<file path="src/rtl/ctimer_pkg.sv">
package ctimer_pkg;
  typedef enum logic [1:0] {
    CS_DIV2   = 2'd0,
    CS_DIV32  = 2'd1,
    CS_DIV512 = 2'd2,
    CS_EXT    = 2'd3
  } clkSel_e;

  typedef enum logic [1:0] {
    SEL_LO   = 2'd0,
    SEL_HI   = 2'd1,
    SEL_CTRL = 2'd2,
    SEL_FLAG = 2'd3
  } wrSel_e;

  // strobes from control to datapath
  typedef struct packed {
    logic tick;
    logic halt;
    logic wide;
    logic clrFlag;
  } strb_t;
endpackage

</file>
<file path="src/rtl/ctimer_ctrl.sv">
module ctimer_ctrl
  import ctimer_pkg::*;
#(
  parameter int W        = 8,
  parameter int INST_DIV = 4,
  parameter int DIV_A    = 2,
  parameter int DIV_B    = 32,
  parameter int DIV_C    = 512
) (
  input  logic           clk,
  input  logic           rstN,
  input  logic           wrEn,
  input  logic [1:0]     wrSel,
  input  logic [W-1:0]   wrData,
  input  logic           extClk,
  output strb_t          strb,
  output logic [2*W-1:0] shadowLim,
  output logic           running
);
  localparam int IW = (INST_DIV > 1) ? $clog2(INST_DIV) : 1;
  localparam int PW = (DIV_C > 1) ? $clog2(DIV_C) : 1;
  localparam logic [IW-1:0] INST_LAST = IW'(INST_DIV - 1);

  logic          wideReg;
  clkSel_e       clkSel;
  logic [IW-1:0] instCnt;
  logic [PW-1:0] preCnt;
  logic [PW-1:0] preLast;
  logic [2:0]    extSync;
  logic          instEn, preWrap, extRise, tickInt, tickExt;

  // register writes
  always_ff @(posedge clk or negedge rstN) begin
    if (!rstN) begin
      running   <= 1'b0;
      wideReg   <= 1'b0;
      clkSel    <= CS_DIV2;
      shadowLim <= '0;
    end else if (wrEn) begin
      unique case (wrSel_e'(wrSel))
        SEL_LO:   shadowLim[W-1:0]   <= wrData;
        SEL_HI:   shadowLim[2*W-1:W] <= wrData;
        SEL_CTRL: begin
          running <= wrData[0];
          wideReg <= wrData[1];
          clkSel  <= clkSel_e'(wrData[3:2]);
        end
        default: ;
      endcase
    end
  end

  // prescaler tap selection
  always_comb begin
    unique case (clkSel)
      CS_DIV2:   preLast = PW'(DIV_A - 1);
      CS_DIV32:  preLast = PW'(DIV_B - 1);
      default:   preLast = PW'(DIV_C - 1);
    endcase
  end

  assign instEn  = running && (instCnt == INST_LAST);
  assign preWrap = (preCnt >= preLast);

  always_ff @(posedge clk or negedge rstN) begin
    if (!rstN) begin
      instCnt <= '0;
      preCnt  <= '0;
    end else if (!running) begin
      instCnt <= '0;
      preCnt  <= '0;
    end else begin
      instCnt <= instEn ? '0 : instCnt + 1'b1;
      if (instEn) preCnt <= preWrap ? '0 : preCnt + 1'b1;
    end
  end

  // external clock synchronizer and edge detect
  always_ff @(posedge clk or negedge rstN) begin
    if (!rstN) extSync <= '0;
    else       extSync <= {extSync[1:0], extClk};
  end

  assign extRise = extSync[1] && !extSync[2];
  assign tickInt = instEn && preWrap && (clkSel != CS_EXT);
  assign tickExt = running && extRise && (clkSel == CS_EXT);

  assign strb.tick    = tickInt || tickExt;
  assign strb.halt    = !running;
  assign strb.wide    = wideReg;
  assign strb.clrFlag = wrEn && (wrSel_e'(wrSel) == SEL_FLAG) && wrData[0];
endmodule

</file>
<file path="src/rtl/ctimer_dp.sv">
module ctimer_dp
  import ctimer_pkg::*;
#(
  parameter int W = 8
) (
  input  logic           clk,
  input  logic           rstN,
  input  strb_t          strb,
  input  logic [2*W-1:0] shadowLim,
  output logic [W-1:0]   cntLo,
  output logic [W-1:0]   cntHi,
  output logic           hit,
  output logic           irqFlag,
  output logic           toggleOut
);
  localparam int NB = 2;

  logic [NB*W-1:0] cnt;
  logic [NB*W-1:0] lim;
  logic [NB-1:0]   byteEq;

  for (genvar i = 0; i < NB; i++) begin : g_cmp
    assign byteEq[i] = (cnt[i*W +: W] == lim[i*W +: W]);
  end

  assign hit   = strb.tick && !strb.halt && byteEq[0] && (byteEq[1] || !strb.wide);
  assign cntLo = cnt[W-1:0];
  assign cntHi = cnt[2*W-1:W];

  always_ff @(posedge clk or negedge rstN) begin
    if (!rstN) begin
      cnt       <= '0;
      lim       <= '0;
      toggleOut <= 1'b0;
      irqFlag   <= 1'b0;
    end else begin
      if (strb.halt) begin
        cnt <= '0;
        lim <= shadowLim;
      end else if (hit) begin
        cnt       <= '0;
        lim       <= shadowLim;
        toggleOut <= !toggleOut;
      end else if (strb.tick) begin
        cnt[W-1:0] <= cnt[W-1:0] + 1'b1;
        if (strb.wide && (&cnt[W-1:0])) cnt[2*W-1:W] <= cnt[2*W-1:W] + 1'b1;
      end
      if (!strb.wide) cnt[2*W-1:W] <= '0;
      if (hit)               irqFlag <= 1'b1;
      else if (strb.clrFlag) irqFlag <= 1'b0;
    end
  end
endmodule

</file>
<file path="src/rtl/cascade_timer.sv">
module cascade_timer
  import ctimer_pkg::*;
#(
  parameter int W        = 8,
  parameter int INST_DIV = 4,
  parameter int DIV_A    = 2,
  parameter int DIV_B    = 32,
  parameter int DIV_C    = 512
) (
  input  logic         clk,
  input  logic         rstN,
  input  logic         wrEn,
  input  logic [1:0]   wrSel,
  input  logic [W-1:0] wrData,
  input  logic         extClk,
  output logic         irqFlag,
  output logic         toggleOut
);
  strb_t          strb;
  logic [2*W-1:0] shadowLim;
  logic           running;
  logic           wide;
  logic [W-1:0]   cntLo, cntHi;
  logic           hit;

  assign wide = strb.wide;

  ctimer_ctrl #(.W(W), .INST_DIV(INST_DIV), .DIV_A(DIV_A), .DIV_B(DIV_B), .DIV_C(DIV_C)) u_ctrl (
    .clk(clk), .rstN(rstN), .wrEn(wrEn), .wrSel(wrSel), .wrData(wrData),
    .extClk(extClk), .strb(strb), .shadowLim(shadowLim), .running(running)
  );

  ctimer_dp #(.W(W)) u_dp (
    .clk(clk), .rstN(rstN), .strb(strb), .shadowLim(shadowLim),
    .cntLo(cntLo), .cntHi(cntHi), .hit(hit), .irqFlag(irqFlag), .toggleOut(toggleOut)
  );
endmodule

</file>
<file path="config.mk">
export PLATFORM = sky130hd
export DESIGN_NAME = cascade_timer
export DESIGN_NICKNAME = d
export VERILOG_FILES = /design/src/rtl/ctimer_pkg.sv /design/src/rtl/ctimer_ctrl.sv /design/src/rtl/ctimer_dp.sv /design/src/rtl/cascade_timer.sv
export SDC_FILE = /design/constraint.sdc
export NUM_CORES = 1
export LEC_CHECK = 0
export ABC_AREA = 1
export ABC_CLOCK_PERIOD_IN_PS = 3300
export BUFFER_PORTS_ARGS = -buffer_cell sky130_fd_sc_hd__buf_4
export CAP_MARGIN = 5
export CORE_MARGIN = 3
export CORE_UTILIZATION = 55
export CTS_BUF_LIST = sky130_fd_sc_hd__clkbuf_4 sky130_fd_sc_hd__clkbuf_8 sky130_fd_sc_hd__clkbuf_16
export DETAILED_ROUTE_END_ITERATION = 6
export GPL_ROUTABILITY_DRIVEN = 0
export PLACE_DENSITY = 0.83
export RECOVER_POWER = 50
export SLEW_MARGIN = 30
export SYNTH_ARGS = -nofsm -noshare
export SYNTH_HDL_FRONTEND = slang
export SYNTH_HIERARCHICAL = 1
export SYNTH_SLANG_ARGS = --single-unit
export TNS_END_PERCENT = 5
</file>
<file path="constraint.sdc">
create_clock -name clk -period 3.3 [get_ports clk]
set_input_delay 0.165 -clock clk [delete_from_list [all_inputs] [get_ports clk]]
set_output_delay 0.165 -clock clk [all_outputs]
set_load 0.05 [all_outputs]
</file>
==> impl_metrics.yaml, run 1 <==
run_status:
  status: "finished with violations"
  violations: "max-capacitance violations, max-slew violations"
yosys:
  syn_nets: 494
  synthCells: 471
  yosysWarnings: 6
  syn_area_um2: 3690
  syn_avg_cell_area_um2: 7.84
global_routing:
  grt_max_degree: 69
  antenna_found_initial: 0
  track_usage_pct: 21.4
  overflow: 0
  first_global_vias: 2816
  grt_pass1_wl_um: 12800
critical_path:
  end_kind: "register"
  timing.rr.start: "u_ctrl/clkSel[1]"
  crit_path_start_kind: "register"
  cp.required_ns: 3.52
  startpoint: "u_ctrl/clkSel[1]"
  crit_path_max_fanout: 35
  critPathArrivalTime_ns: 3.21
  r2r_setup_slack_ns: 0.31
  path_class: "register to register"
clock_network:
  clock_tree.buffer_depth: 2
  clock-sinks: 68
  cts-root-buf: "clkbuf_8"
  cts_buffers: 9
  htreeDepth: 3
  clkLatencyLatePin_ns: 0.34
  path_clk_slew_ns: 0.08
  post-cts-setup-buffer-count: 0
  cts_tree: "done"
  hold_buffers: 2
  post_cts_resized: 0
die:
  io_pins: 16
  die_h_um: 88.0
  die_w_um: 88.0
  start_util_pct: 57.5
  die_area_um2: 7740
  std_cell_rows: 29
  core_area_um2: 6420
flow_run:
  maxCapViolations: 1
finish:
  fin_util_pct: 62.9
  multi_input_area_um2: 1660
  fill_cells: 531
  drive_above_1_share_pct: 11.6
  areaGrowthSynthToFinish_pct: 9.28
  diodes: 0
  nets: 511
  final_cell_area_um2: 4040
  regArea_um2: 1700
  final_cells: 570
placement:
  pre_cts_slack_ns: 0.352
  postPlaceCellArea_um2: 3810
  dp_cells: 552
  port_buffers: 15
  dpl.hpwl_um: 5420
detailed_routing:
  dr.pass1.iters: 7
  ant_nets: 0
  drc: 0
  wl_per_cell_um: 13.3
  drt_wl_total_um: 7560
  vias_per_cell: 5.27
  drt_iter0_drc: 294
  vias: 3006
power_and_ir_drop:
  totalPowerFinal_mw: 2.11
  vdd_ir_drop_max_mv: 0.472
  p_leak_nw: 2.04
  powerDensity_nw_per_um2: 522
timing:
  final_max_slew_viol_count: 69
  tightest_slew_ns: 1.65
  setup_viol: 0
  min_period_ns: 2.99
  slew_headroom_pct: -9.70
  fin_crit_sh_pct: 90.5
  hold_viol_final: 0
  fmax_mhz: 335
  timing.clock.skew_ns: 0.0123
  hold_ws_ns: 0.101
  rsz0062_at_grt: "no"
  timing.setup.tns_ns: 0
  setup_ws_ns: 0.314
min_path:
  hp-start: "wrData[6]"
  holdCritPathClass: "input pin to register"
critical path, stage by stage (launching register included):
cell and delay [ns]:
dfrtp_1 0.38, inv_1 0.12, ha_1 0.31, nand2_1 0.07, nor2_1 0.11, nand2_1 0.06, inv_1 0.06, nand2_2 0.07
nand2_4 0.12, nand2_1 0.07, nand2_1 0.27, inv_2 0.08, nor2_2 0.08, inv_1 0.06, nor2_1 0.11, nand3_1 0.09
nor2_2 0.21, nand2_4 0.12, nand2_8 0.21, inv_2 0.10, nand3_1 0.07, o21ai_0 0.08
power by group:
group / internal [mW] / total [mW] / switching [mW]
Sequential: 0.928 / 0.994 / 0.0663
Clock: 0.430 / 0.759 / 0.328
Combinational: 0.120 / 0.357 / 0.237
cell usage in the layout (no fill, tap or decap), types with 4 or more instances in the layout:
cell type and n:
nor3_1 7, ha_1 9, dfrtp_1 68, xor2_1 8, o21ai_0 27, o21ai_2 8, inv_2 5, inv_1 56
nand3_1 38, a21oi_1 7, xnor2_1 7, nand4_1 5, buf_4 10, nor2_1 46, nand2_2 4, nand2_1 142
o21bai_1 6, clkbuf_8 9
sequential cells by signal, summed over array words and instances, names as in the netlist:
register and cells:
u_ctrl/extSync 3, u_dp/toggleOut 1, u_ctrl/preCnt 9, u_ctrl/clkSel 2
u_dp/irqFlag 1, u_dp/lim 16, u_ctrl/running 1, u_ctrl/wideReg 1
u_dp/cnt 16, u_ctrl/shadowLim 16, u_ctrl/instCnt 2
layer usage:
layer  global-route usage [%]  wire [µm]  vias up
met5                        0          0        -
met4                     7.39        119        0
met2                     33.1       3490       64
li1                         -          -     1509
met1                     29.1       3610     1421
met3                     5.64        346       12
worst paths after layout:
path                       cells after the start             endpoint
setup / recovery                              21          u_dp/cnt[0]
max in group asynchronous                      2     u_ctrl/preCnt[6]
min in group asynchronous                      2         u_dp/irqFlag
hold / removal                                 3  u_ctrl/shadowLim[6]
setup reg to reg                              21          u_dp/cnt[0]
hold reg to reg                                0    u_ctrl/extSync[1]
area by class of cell:
| type | instances | area share, % |
|---|---|---|
| clock buffer | 9 | 3.07 |
| clock inverter | 7 | 2.45 |
| inverter | 62 | 5.79 |
| multi-input combinational | 330 | 41.2 |
| sequential | 68 | 42.1 |
| tap | 77 | 2.39 |
| timing repair buffer | 17 | 2.94 |
No activity file was read; power rests on OpenSTA's default activity.
==> run 2, diff against run 1 <==
--- a/config.mk
+++ b/config.mk
@@ -7,3 +7,2 @@
 export LEC_CHECK = 0
-export ABC_AREA = 1
 export ABC_CLOCK_PERIOD_IN_PS = 3300
==> constraint.sdc (replaced) <==
create_clock -name clk -period 3.3 [get_ports clk]
set_input_delay 0.99 -clock clk [delete_from_list [all_inputs] [get_ports clk]]
set_output_delay 0.99 -clock clk [all_outputs]
set_load 0.05 [all_outputs]
==> impl_metrics.yaml, run 2 <==
timing:
  setup_ws_ns: 0.234
  hold_viol_final: 0
  final_max_slew_viol_count: 69
  setup_viol: 0
  rsz0062_at_grt: "no"
  tightest_slew_ns: 1.62
  fmax_mhz: 326
  min_period_ns: 3.07
  slew_headroom_pct: -8.19
  fin_crit_sh_pct: 92.9
  timing.setup.tns_ns: 0
  timing.clock.skew_ns: 0.00689
die:
  die_w_um: 86.9
  die_area_um2: 7560
  core_area_um2: 6130
  start_util_pct: 58.8
  io_pins: 16
  std_cell_rows: 28
  die_h_um: 86.9
detailed_routing:
  met1_length_um: 3330
  dr.pass1.iters: 4
  dr_wl_met3_um: 364
  vias_per_cell: 6.23
  vias: 2543
  ant_nets: 0
  drt_wl_total_um: 7540
  drt_iter0_drc: 192
  routed-wl-met2_um: 3710
  routed.top_layer: "met4"
  wl_per_cell_um: 18.5
  drc: 0
clock_network:
  cts_buffers: 9
  cts-root-buf: "clkbuf_8"
  post-cts-setup-buffer-count: 0
  clock-sinks: 68
  clkLatencyLatePin_ns: 0.36
  path_clk_slew_ns: 0.08
  htreeDepth: 3
  cts_tree: "done"
  hold_buffers: 0
  post_cts_resized: 0
  clock_tree.buffer_depth: 2
yosys:
  yosysMostFrequentCell: "dfrtp_1"
  ys_ff_latch: 68
  synthCells: 309
  synthTopCellsByArea: "dfrtp_1, mux2_1, mux2_4"
  syn_area_um2: 3600
  syn_avg_cell_area_um2: 11.7
  yosys.area.top_type: "dfrtp_1"
  synth_ff_type: "dfrtp_1"
  yosysSeqAreaShare_pct: 47.2
  yosysWarnings: 6
  synth_top_area_share_pct: 47.2
  synth_edf_count: 0
  synth_cell_types: 55
  synthTopCellsByCount: "dfrtp_1, xor2_1, mux2_1"
  syn_nets: 332
  async_flop_share_pct: 100
finish:
  layout_commonest_cell: "dfrtp_1"
  nets: 351
  drive_above_1_share_pct: 18.3
  top_regs: "u_ctrl/shadowLim x16, u_dp/cnt x16, u_dp/lim x16"
  mostFrequentLayoutCells: "dfrtp_1, xor2_1, mux2_1"
  areaGrowthSynthToFinish_pct: 9.73
  diodes: 0
critical_path:
  crit_path_max_fanout: 12
  worstPathCellList: "inv_1 > ha_1 > a41oi_1 > o32ai_2 > nand3_1 > a21oi_1 > nor2b_1 > nand4_1 > o21bai_4 > buf_12 > mux2_4"
  cp_num_buf_inv: 2
  cp.required_ns: 3.55
  crit_path_start_kind: "register"
  cp_slowest_cell: "dfrtp_1"
  end_kind: "register"
  path_class: "register to register"
  critPathArrivalTime_ns: 3.31
  slowest_delay_ns: 0.42
  cp_top_family: "compound AO/OA/AOI/OAI gates"
power_and_ir_drop:
  totalPowerFinal_mw: 2.24
  vdd_ir_drop_max_mv: 0.460
  powerDensity_nw_per_um2: 566
  p_leak_nw: 1.73
global_routing:
  track_usage_pct: 22.0
  overflow: 0
  antenna_found_initial: 0
  grt_max_degree: 69
  first_global_vias: 2512
  grt_pass1_wl_um: 12500
placement:
  port_buffers: 15
  dpl.hpwl_um: 4900
  pre_cts_slack_ns: 0.280
run_status:
  violations: "max-capacitance violations, max-slew violations"
  status: "finished with violations"
min_path:
  holdCritPathClass: "register to register"
flow_run:
  maxCapViolations: 1
run 2: changes by cell type in the layout (fill, tap and decap cells not counted), moves of 7 or more:
cell	change
nand2_1	-124
inv_1	-50
nor2_1	-33
nand3_1	-27
o21ai_0	-24
mux2_1	+19
mux2_4	+14
xor2_1	+13
nand2b_1	+12
o211ai_1	+11
buf_4	+7
o21ai_2	-7
run 2: report_power, final:
part,switching (mW),internal (mW)
Clock,0.362,0.362
Combinational,0.210,0.227
Sequential,0.111,0.965
Total,0.683,1.55
run 2: worst reg2reg max path, cell delays in order (launching register included):
cell	delay (ns)
dfrtp_1	0.42
inv_1	0.12
ha_1	0.31
a41oi_1	0.13
o32ai_2	0.30
nand3_1	0.11
a21oi_1	0.18
nor2b_1	0.21
nand4_1	0.25
o21bai_4	0.41
buf_12	0.21
mux2_4	0.31
run 2: layout make-up:
cell class,instances,area [µm²]
clock buffer,9,124
clock inverter,7,82.6
fill,432,2180
inverter,6,22.5
multi-input combinational,222,1760
sequential,68,1700
tap,75,93.8
timing repair buffer,21,164
run 2: path summary, 6_finish.rpt:
check / start / endpoint / slack (ns) / cells after the start
worst max-delay path: u_ctrl/clkSel[1] / u_dp/lim[10] / 0.23 / 11
worst min-delay path: u_ctrl/extSync[0] / u_ctrl/extSync[1] / 0.36 / 0
worst max register to register: u_ctrl/clkSel[1] / u_dp/lim[10] / 0.23 / 11
worst min register to register: u_ctrl/extSync[0] / u_ctrl/extSync[1] / 0.36 / 0
max in group asynchronous: rstN / u_ctrl/shadowLim[14] / 1.30 / 1
min in group asynchronous: rstN / u_ctrl/preCnt[1] / 1.03 / 1
run 2: stage by stage:
stage / hold WS (ns) / instance area (µm²) / util, % / instances
finish: 0.365 / 3950 / 64.5 / 408
global route: 0.368 / 3950 / 64.5 / 408
CTS: 0.364 / 3960 / 64.6 / 408
detailed placement: 0.336 / 3750 / 61.2 / 392
global placement: 0.338 / 3750 / 61.2 / 392
floorplan: 0.331 / 3600 / - / 309
run 2: cell families (layout without fill, tap and decap cells):
family / Yosys count / after routing / share of synthesized area [%]
compound gates: 52 / 52 / 10.8
xor+xnor: 23 / 23 / 5.59
fa+ha+maj: 9 / 9 / 3.13
buf+inv: 19 / 43 / 3.79
flops: 68 / 68 / 47.2
mux: 37 / 37 / 13.0
simple gates: 101 / 101 / 16.4
run 2: routing by layer:
metal / global-route usage, % / up-vias
li1: - / 1181
met1: 29.0 / 1269
met2: 34.1 / 79
met3: 4.92 / 14
met4: 11.0 / 0
met5: 0 / -
